--- src/rtl/linmode_pkg.sv ---
package linmode_pkg;
  typedef enum logic [1:0] {
    MODE_FAILSAFE = 2'b00,
    MODE_NORMAL   = 2'b01,
    MODE_SILENT   = 2'b10,
    MODE_SLEEP    = 2'b11
  } lin_mode_e;

  typedef enum logic [1:0] {
    SRC_NONE = 2'b00,
    SRC_BUS  = 2'b01,
    SRC_PIN  = 2'b10,
    SRC_IGN  = 2'b11
  } wake_src_e;

  typedef struct packed {
    lin_mode_e nextMode;
    logic      loadSrc;
    logic      clearSrc;
    wake_src_e newSrc;
  } ctrl_strobe_t;
endpackage

--- src/rtl/lin_mode_ctrl.sv ---
module lin_mode_ctrl
  import linmode_pkg::*;
(
  input  logic         clk,
  input  logic         rst,
  input  logic         enIn,
  input  logic         txdIn,
  input  logic         busWake,
  input  logic         pinWake,
  input  logic         ignWake,
  output ctrl_strobe_t strobe,
  output lin_mode_e    curMode
);
  lin_mode_e modeQ;
  logic      enPrev;
  logic      anyWake;
  logic      enRise;
  wake_src_e pickSrc;

  assign anyWake = busWake | pinWake | ignWake;
  assign enRise  = enIn & ~enPrev;

  // local pin first, then ignition, then bus
  always_comb begin
    if (pinWake)      pickSrc = SRC_PIN;
    else if (ignWake) pickSrc = SRC_IGN;
    else if (busWake) pickSrc = SRC_BUS;
    else              pickSrc = SRC_NONE;
  end

  always_comb begin
    strobe.nextMode = modeQ;
    strobe.loadSrc  = 1'b0;
    strobe.clearSrc = 1'b0;
    strobe.newSrc   = pickSrc;
    unique case (modeQ)
      MODE_FAILSAFE: begin
        if (enRise) begin
          strobe.nextMode = MODE_NORMAL;
          strobe.clearSrc = 1'b1;
        end
      end
      MODE_NORMAL: begin
        if (!enIn) strobe.nextMode = txdIn ? MODE_SILENT : MODE_SLEEP;
      end
      MODE_SILENT, MODE_SLEEP: begin
        if (anyWake) begin
          strobe.nextMode = MODE_FAILSAFE;
          strobe.loadSrc  = 1'b1;
        end
      end
      default: strobe.nextMode = MODE_FAILSAFE;
    endcase
  end

  always_ff @(posedge clk) begin
    if (rst) begin
      modeQ  <= MODE_FAILSAFE;
      enPrev <= 1'b0;
    end else begin
      modeQ  <= strobe.nextMode;
      enPrev <= enIn;
    end
  end

  assign curMode = modeQ;

  a_r3_silent_entry: assert property (@(posedge clk) disable iff (rst)
    (modeQ == MODE_NORMAL && !enIn && txdIn) |=> (modeQ == MODE_SILENT));

  a_r4_sleep_entry: assert property (@(posedge clk) disable iff (rst)
    (modeQ == MODE_NORMAL && !enIn && !txdIn) |=> (modeQ == MODE_SLEEP));

  a_r5_wake_exit: assert property (@(posedge clk) disable iff (rst)
    ((modeQ == MODE_SILENT || modeQ == MODE_SLEEP) && anyWake) |=> (modeQ == MODE_FAILSAFE));

  a_r9_sleep_hold: assert property (@(posedge clk) disable iff (rst)
    (modeQ == MODE_SLEEP && !anyWake) |=> (modeQ == MODE_SLEEP));
endmodule

--- src/rtl/lin_mode_dp.sv ---
module lin_mode_dp
  import linmode_pkg::*;
(
  input  logic         clk,
  input  logic         rst,
  input  ctrl_strobe_t strobe,
  input  lin_mode_e    curMode,
  input  logic         uvFlag,
  output logic         regEn,
  output logic         txEn,
  output logic         rxEn,
  output logic         txdDriveLow,
  output wake_src_e    wakeSrc
);
  wake_src_e srcQ;
  wake_src_e srcNext;
  logic      localSrc;

  always_comb begin
    if (strobe.clearSrc)     srcNext = SRC_NONE;
    else if (strobe.loadSrc) srcNext = strobe.newSrc;
    else                     srcNext = srcQ;
  end

  assign localSrc = (srcNext == SRC_PIN) || (srcNext == SRC_IGN);

  always_ff @(posedge clk) begin
    if (rst) begin
      srcQ        <= SRC_NONE;
      regEn       <= 1'b1;
      txEn        <= 1'b0;
      rxEn        <= 1'b0;
      txdDriveLow <= 1'b0;
    end else begin
      srcQ        <= srcNext;
      regEn       <= (strobe.nextMode != MODE_SLEEP);
      txEn        <= (strobe.nextMode == MODE_NORMAL) && !uvFlag;
      rxEn        <= (strobe.nextMode == MODE_NORMAL);
      txdDriveLow <= (strobe.nextMode == MODE_FAILSAFE) && localSrc;
    end
  end

  assign wakeSrc = srcQ;

  a_r7_uv_blocks_tx: assert property (@(posedge clk) disable iff (rst)
    uvFlag |=> !txEn);

  a_r6_drive_in_failsafe: assert property (@(posedge clk) disable iff (rst)
    txdDriveLow |-> (curMode == MODE_FAILSAFE));

  a_r4_reg_off_sleep: assert property (@(posedge clk) disable iff (rst)
    (curMode == MODE_SLEEP) |-> !regEn);

  a_r2_src_clear_normal: assert property (@(posedge clk) disable iff (rst)
    (curMode == MODE_NORMAL) |-> (wakeSrc == SRC_NONE));
endmodule

--- src/rtl/lin_mode_top.sv ---
module lin_mode_top
  import linmode_pkg::*;
(
  input  logic       clk,
  input  logic       rst,
  input  logic       enIn,
  input  logic       txdIn,
  input  logic       uvFlag,
  input  logic       busWake,
  input  logic       pinWake,
  input  logic       ignWake,
  output logic [1:0] modeOut,
  output logic       regEn,
  output logic       txEn,
  output logic       rxEn,
  output logic       txdDriveLow,
  output logic [1:0] wakeSrc
);
  ctrl_strobe_t strobe;
  lin_mode_e    curMode;
  wake_src_e    srcOut;

  lin_mode_ctrl uCtrl (
    .clk(clk), .rst(rst), .enIn(enIn), .txdIn(txdIn),
    .busWake(busWake), .pinWake(pinWake), .ignWake(ignWake),
    .strobe(strobe), .curMode(curMode)
  );

  lin_mode_dp uDp (
    .clk(clk), .rst(rst), .strobe(strobe), .curMode(curMode), .uvFlag(uvFlag),
    .regEn(regEn), .txEn(txEn), .rxEn(rxEn), .txdDriveLow(txdDriveLow),
    .wakeSrc(srcOut)
  );

  assign modeOut = curMode;
  assign wakeSrc = srcOut;
endmodule

--- config.mk ---
export PLATFORM = sky130hd
export DESIGN_NAME = lin_mode_top
export DESIGN_NICKNAME = d
export VERILOG_FILES = /design/src/rtl/linmode_pkg.sv /design/src/rtl/lin_mode_ctrl.sv /design/src/rtl/lin_mode_dp.sv /design/src/rtl/lin_mode_top.sv
export SDC_FILE = /design/constraint.sdc
export NUM_CORES = 1
export LEC_CHECK = 0
export BUFFER_PORTS_ARGS = -buffer_cell sky130_fd_sc_hd__buf_2
export CAP_MARGIN = 20
export CORE_AREA = 4 4 41 43
export DETAILED_ROUTE_END_ITERATION = 8
export DIE_AREA = 0 0 45 47
export PLACE_DENSITY = 0.61
export SLEW_MARGIN = 30
export SYNTH_ARGS = -nofsm -noshare
export SYNTH_HDL_FRONTEND = slang
export SYNTH_HIERARCHICAL = 1
export SYNTH_SLANG_ARGS = --single-unit
export TNS_END_PERCENT = 50
--- constraint.sdc ---
create_clock -name clk -period 1.7 [get_ports clk]
set_input_delay 0.34 -clock clk [delete_from_list [all_inputs] [get_ports clk]]
set_output_delay 0.34 -clock clk [all_outputs]
set_load 0.1 [all_outputs]
# Word level (Yosys, flattened, before mapping)
# Index checks and enable logic that the tools add are counted.
word_totals:
  word_cells: 38
  out_inout_bits: 8
  inputBits: 8
  ff_bits: 9
op_classes:
  bitwise_logic: 4
  n_reduce_logical: 7
  mux: 13
  eq_ne: 7
ops:
  columns: ["operator", "n"]
  rows:
  - ["$mux W2", 6]
  - ["$eq A2 B2 Y1 const B", 4]
  - ["$pmux W2 S3", 1]
  - ["$mux W1", 5]
  - ["$eq A2 B1 Y1 const B", 2]
  - ["$logic_not A2 Y1", 2]
  - ["$mux W3", 1]
  - ["$logic_and A1 B1 Y1", 2]
  - ["$ne A2 B2 Y1 const B", 1]
  - ["$or A1 B1 Y1", 2]
  - ["$reduce_or A2 Y1", 1]
  - ["$and A1 B1 Y1", 1]
  - ["$logic_not A1 Y1", 1]
  - ["$logic_or A1 B1 Y1", 1]
  - ["$not A1 Y1", 1]

# Longest topological paths before layout
logic_depth:
  depth_word: 9
  depth_mapped: 4
  mapped_depth_nobuf: 4

# Cells and area by module
# Netlist, hierarchy kept.
by_module_without_submodules:
  columns: ["module", "area_per_inst_um2", "cells_each", "n_inst", "seq_area_each_um2"]
  rows:
  - ["lin_mode_dp", 182.7, 15, 1, 120.1]
  - ["lin_mode_ctrl", 178.9, 19, 1, 60.1]

# Least setup slack after synthesis
# Ideal clock, no wire load.
synth_path:
  path_kind: "flip-flop to flip-flop"
  start: "register uCtrl.modeQ[1], in the netlist uCtrl/curMode[1]"
  end: "register uDp.txdDriveLow"
  path_slack_ps: -438
  t_required_ps: 1633
  n_path_buf: 0
  stages_incl_launch_ff: 5
  synth_period_minus_slack_ps: 2138
  arrival_time_ps: 2071
  setup_ps: 67
  cell_sequence: "dfxtp_1 o31ai_1 a31o_1 or4_1 nor2_1"
synth_lines:
  columns: ["item", "line_no", "source"]
  rows:
  - ["start: declaration", "lin_mode_ctrl.sv:14", "lin_mode_e modeQ;"]
  - ["start signal: assignment", "lin_mode_ctrl.sv:61", "modeQ <= strobe.nextMode;"]
  - ["end signal: assignment", "lin_mode_dp.sv:39", "txdDriveLow <= (strobe.nextMode == MODE_FAILSAFE) && localSrc;"]
  - ["end: declaration", "lin_mode_dp.sv:12", "output logic txdDriveLow,"]

==> summary.txt <==
STA
  • Period utilisation layout: 0.949
  • Hold slack final: 0.230 ns
  • RSZ-0062 raised after global routing: false
  • Fin Setup TNS: 0 ns
  • Fmax: 0.620 GHz
  • Slew @ Worst Pin: 0.487 ns
  • Worst Skew: 0.00168 ns
  • Minimum clock period: 1.61 ns
  • Fin. max-slew vios: 0
  • Final worst setup slack: 0.0869 ns
  • Final hold viol count: 0
  • Rel. slew slack: 0.677
  • Final setup vio count: 0

Placement
  • Cells after DPL: 69
  • Pre-CTS WS: -0.0161 ns
  • Placer Congestion: 0.793
  • Port bufs: 15
  • Final HPWL DP: 616 µm

CTS
  • Clock Path Buffers: 2
  • CTS tree: done
  • Postcts setup bufs: 0
  • Worst-path clk slew: 0.06 ns
  • Clk sinks: 9
  • Post-CTS sizing: 0
  • CTS buffer count: 3
  • Root Buffer: clkbuf_4
  • Clk Latency, worst-skew pair: 0.26 ns
  • Post-CTS Hold Buffers: 0
  • Htree depth: 1

Setup path
  • Worst-path maximum fanout: 2
  • Critical path type: flop to flop
  • Arr. time, crit path: 1.81 ns
  • R2R depth: 4
  • CP Launch Point: uCtrl/curMode[1]
  • Startpoint types: flop
  • RR Endpoint: uDp/txdDriveLow
  • R2R Setup Slk: 0.09 ns
  • Worst r2r src: uCtrl/curMode[1]
  • Worst setup EP type: flop
  • Critical Path RT: 1.90 ns
  • CP endpoint: uDp/txdDriveLow

Global routing
  • Total grt overflow: 0
  • First-pass GRT wire length: 1280 µm
  • Total global-route track usage: 0.0895
  • Initial antenna violation count: 0
  • Vias in the first global route: 292
  • Largest net degree at the start of global routing: 10

Floorplan
  • Core area: 1300 µm²
  • # IOs: 16
  • Die span in y: 47 µm
  • Die area: 2120 µm²
  • Die width: 45 µm
  • Cell Rows: 13
  • Starting density of the core: 0.278

Synthesis
  • Post-Syn Instances: 34
  • Seq/Total Area, Yosys: 0.498
  • Synthesized flop and latch total: 9
  • Synth warn: 6
  • Synthesized cell area: 362 µm²
  • Mapped Avg Cell Area: 10.6 µm²
  • Post-synth cell types: 19
  • Syn nets: 42

Drt
  • Vias: 338
  • Final ANT Viol Nets: 0
  • TritonRoute pass-1 iters: 4
  • Drt initial violations: 12
  • DRC: 0
  • Post-Route WL: 820 µm
  • WL per Instance: 11.2 µm
  • Vias per inst: 4.63

Finish
  • Share of post-route cells with drive strength above 1: 0.517
  • Flip-flop and latch area: 185 µm²
  • Multi-input logic area: 174 µm²
  • Fillers: 139
  • # nets final: 67
  • Area grow syn2layout: 45.0%
  • Non-Filler Instances: 73
  • # diodes: 0

Power and ir drop
  • Pleak: 0.246 nW
  • Peak VDD IR: 0.504 mV
  • Tot Pwr: 0.528 mW
  • Cell Pwr Density: 1010 nW/µm²

Flow run
  • Max Cap Viol: 0

Min path
  • Hold crit path type: input pin to flop

Run status
  • Outcome: finished, final reports clean
-- sequential cells by signal, summed over array words and instances, names as in the netlist --
name             count
uDp/regEn            1
uDp/rxEn             1
uDp/wakeSrc          2
uDp/txdDriveLow      1
uCtrl/enPrev         1
uDp/txEn             1
uCtrl/curMode        2
-- cell usage after synthesis --
master / count / area share
a21oi_2: 1 / 0.024
a31o_1: 1 / 0.024
a32o_1: 1 / 0.028
dfxtp_1: 9 / 0.50
inv_1: 2 / 0.021
mux2i_1: 2 / 0.055
nand2_1: 1 / 0.010
nand3b_1: 1 / 0.021
nor2_1: 3 / 0.031
nor2b_1: 3 / 0.052
nor3_1: 2 / 0.028
nor3b_1: 1 / 0.021
nor4b_2: 1 / 0.042
o31ai_1: 1 / 0.021
or2_2: 1 / 0.017
or3b_1: 1 / 0.024
or3b_2: 1 / 0.024
or4_1: 1 / 0.021
or4b_4: 1 / 0.038
-- power by group --
part	internal, mW	total [mW]	switching, mW
clock	0.0903	0.162	0.0721
sequential	0.221	0.227	0.00559
combinational	0.0416	0.139	0.0971
total	0.353	0.528	0.175
-- placed cells by master, fill, tap and decap left out --
master,instances
mux2i_1,2
or3b_2,1
nand3b_1,1
dfxtp_4,1
nor2_1,3
nor3_1,2
dfxtp_1,7
or4_1,1
nand2_1,1
buf_2,15
nor3b_1,1
a21oi_2,1
a31o_1,1
nor2b_1,3
or3b_1,1
or2_2,1
a32o_1,1
clkbuf_4,3
or4b_4,1
dfxtp_2,1
inv_1,2
o31ai_1,1
buf_4,5
nor4b_2,1
clkbuf_1,1
-- worst max-delay path, cell delays in order, from the launching register on --
cell     delay, ns
dfxtp_4       0.34
or3b_1        0.36
a31o_1        0.24
or4_1         0.51
nor2_1        0.10
-- metrics by stage --
step | utilization | area (µm²)
2_1_floorplan | - | 367
3_3_place_gp | 0.383 | 498
3_5_place_dp | 0.383 | 498
4_1_cts | 0.403 | 524
5_1_grt | 0.403 | 524
6_report | 0.403 | 524
-- kinds of logic after synthesis --
logic type,share of synthesized area
AO/OA/AOI/OAI,0.0969
buffers and inverters,0.0208
flip-flops,0.498
multiplexers,0.0554
AND/OR/NAND/NOR,0.329
-- layer usage --
metal | global-route usage | share of wire | routed length [µm]
met5 | 0 | 0 | 0
met4 | 0.0526 | 0.0098 | 8
met3 | 0.0575 | 0.12 | 97
met2 | 0.107 | 0.40 | 324
met1 | 0.117 | 0.47 | 389
-- cell type report --
class                           instances  area share
Multi-Input combinational cell         23       0.332
Sequential cell                         9       0.353
Tap cell                               15      0.0358
Inverter                                2      0.0143
Clock buffer                            4      0.0501
Timing Repair Buffer                   20       0.215
-- worst min-delay path by stage --
stage / start / end / slack [ns] / cells past startpoint
floorplan: rst / uCtrl/curMode[1] / 0.39 / 1
global placement: uvFlag / uDp/txEn / 0.50 / 2
CTS: uvFlag / uDp/txEn / 0.22 / 2
finish: uvFlag / uDp/txEn / 0.23 / 2
detailed placement: uvFlag / uDp/txEn / 0.50 / 2
global route: uvFlag / uDp/txEn / 0.23 / 2
No activity file was read; power rests on OpenSTA's default activity.
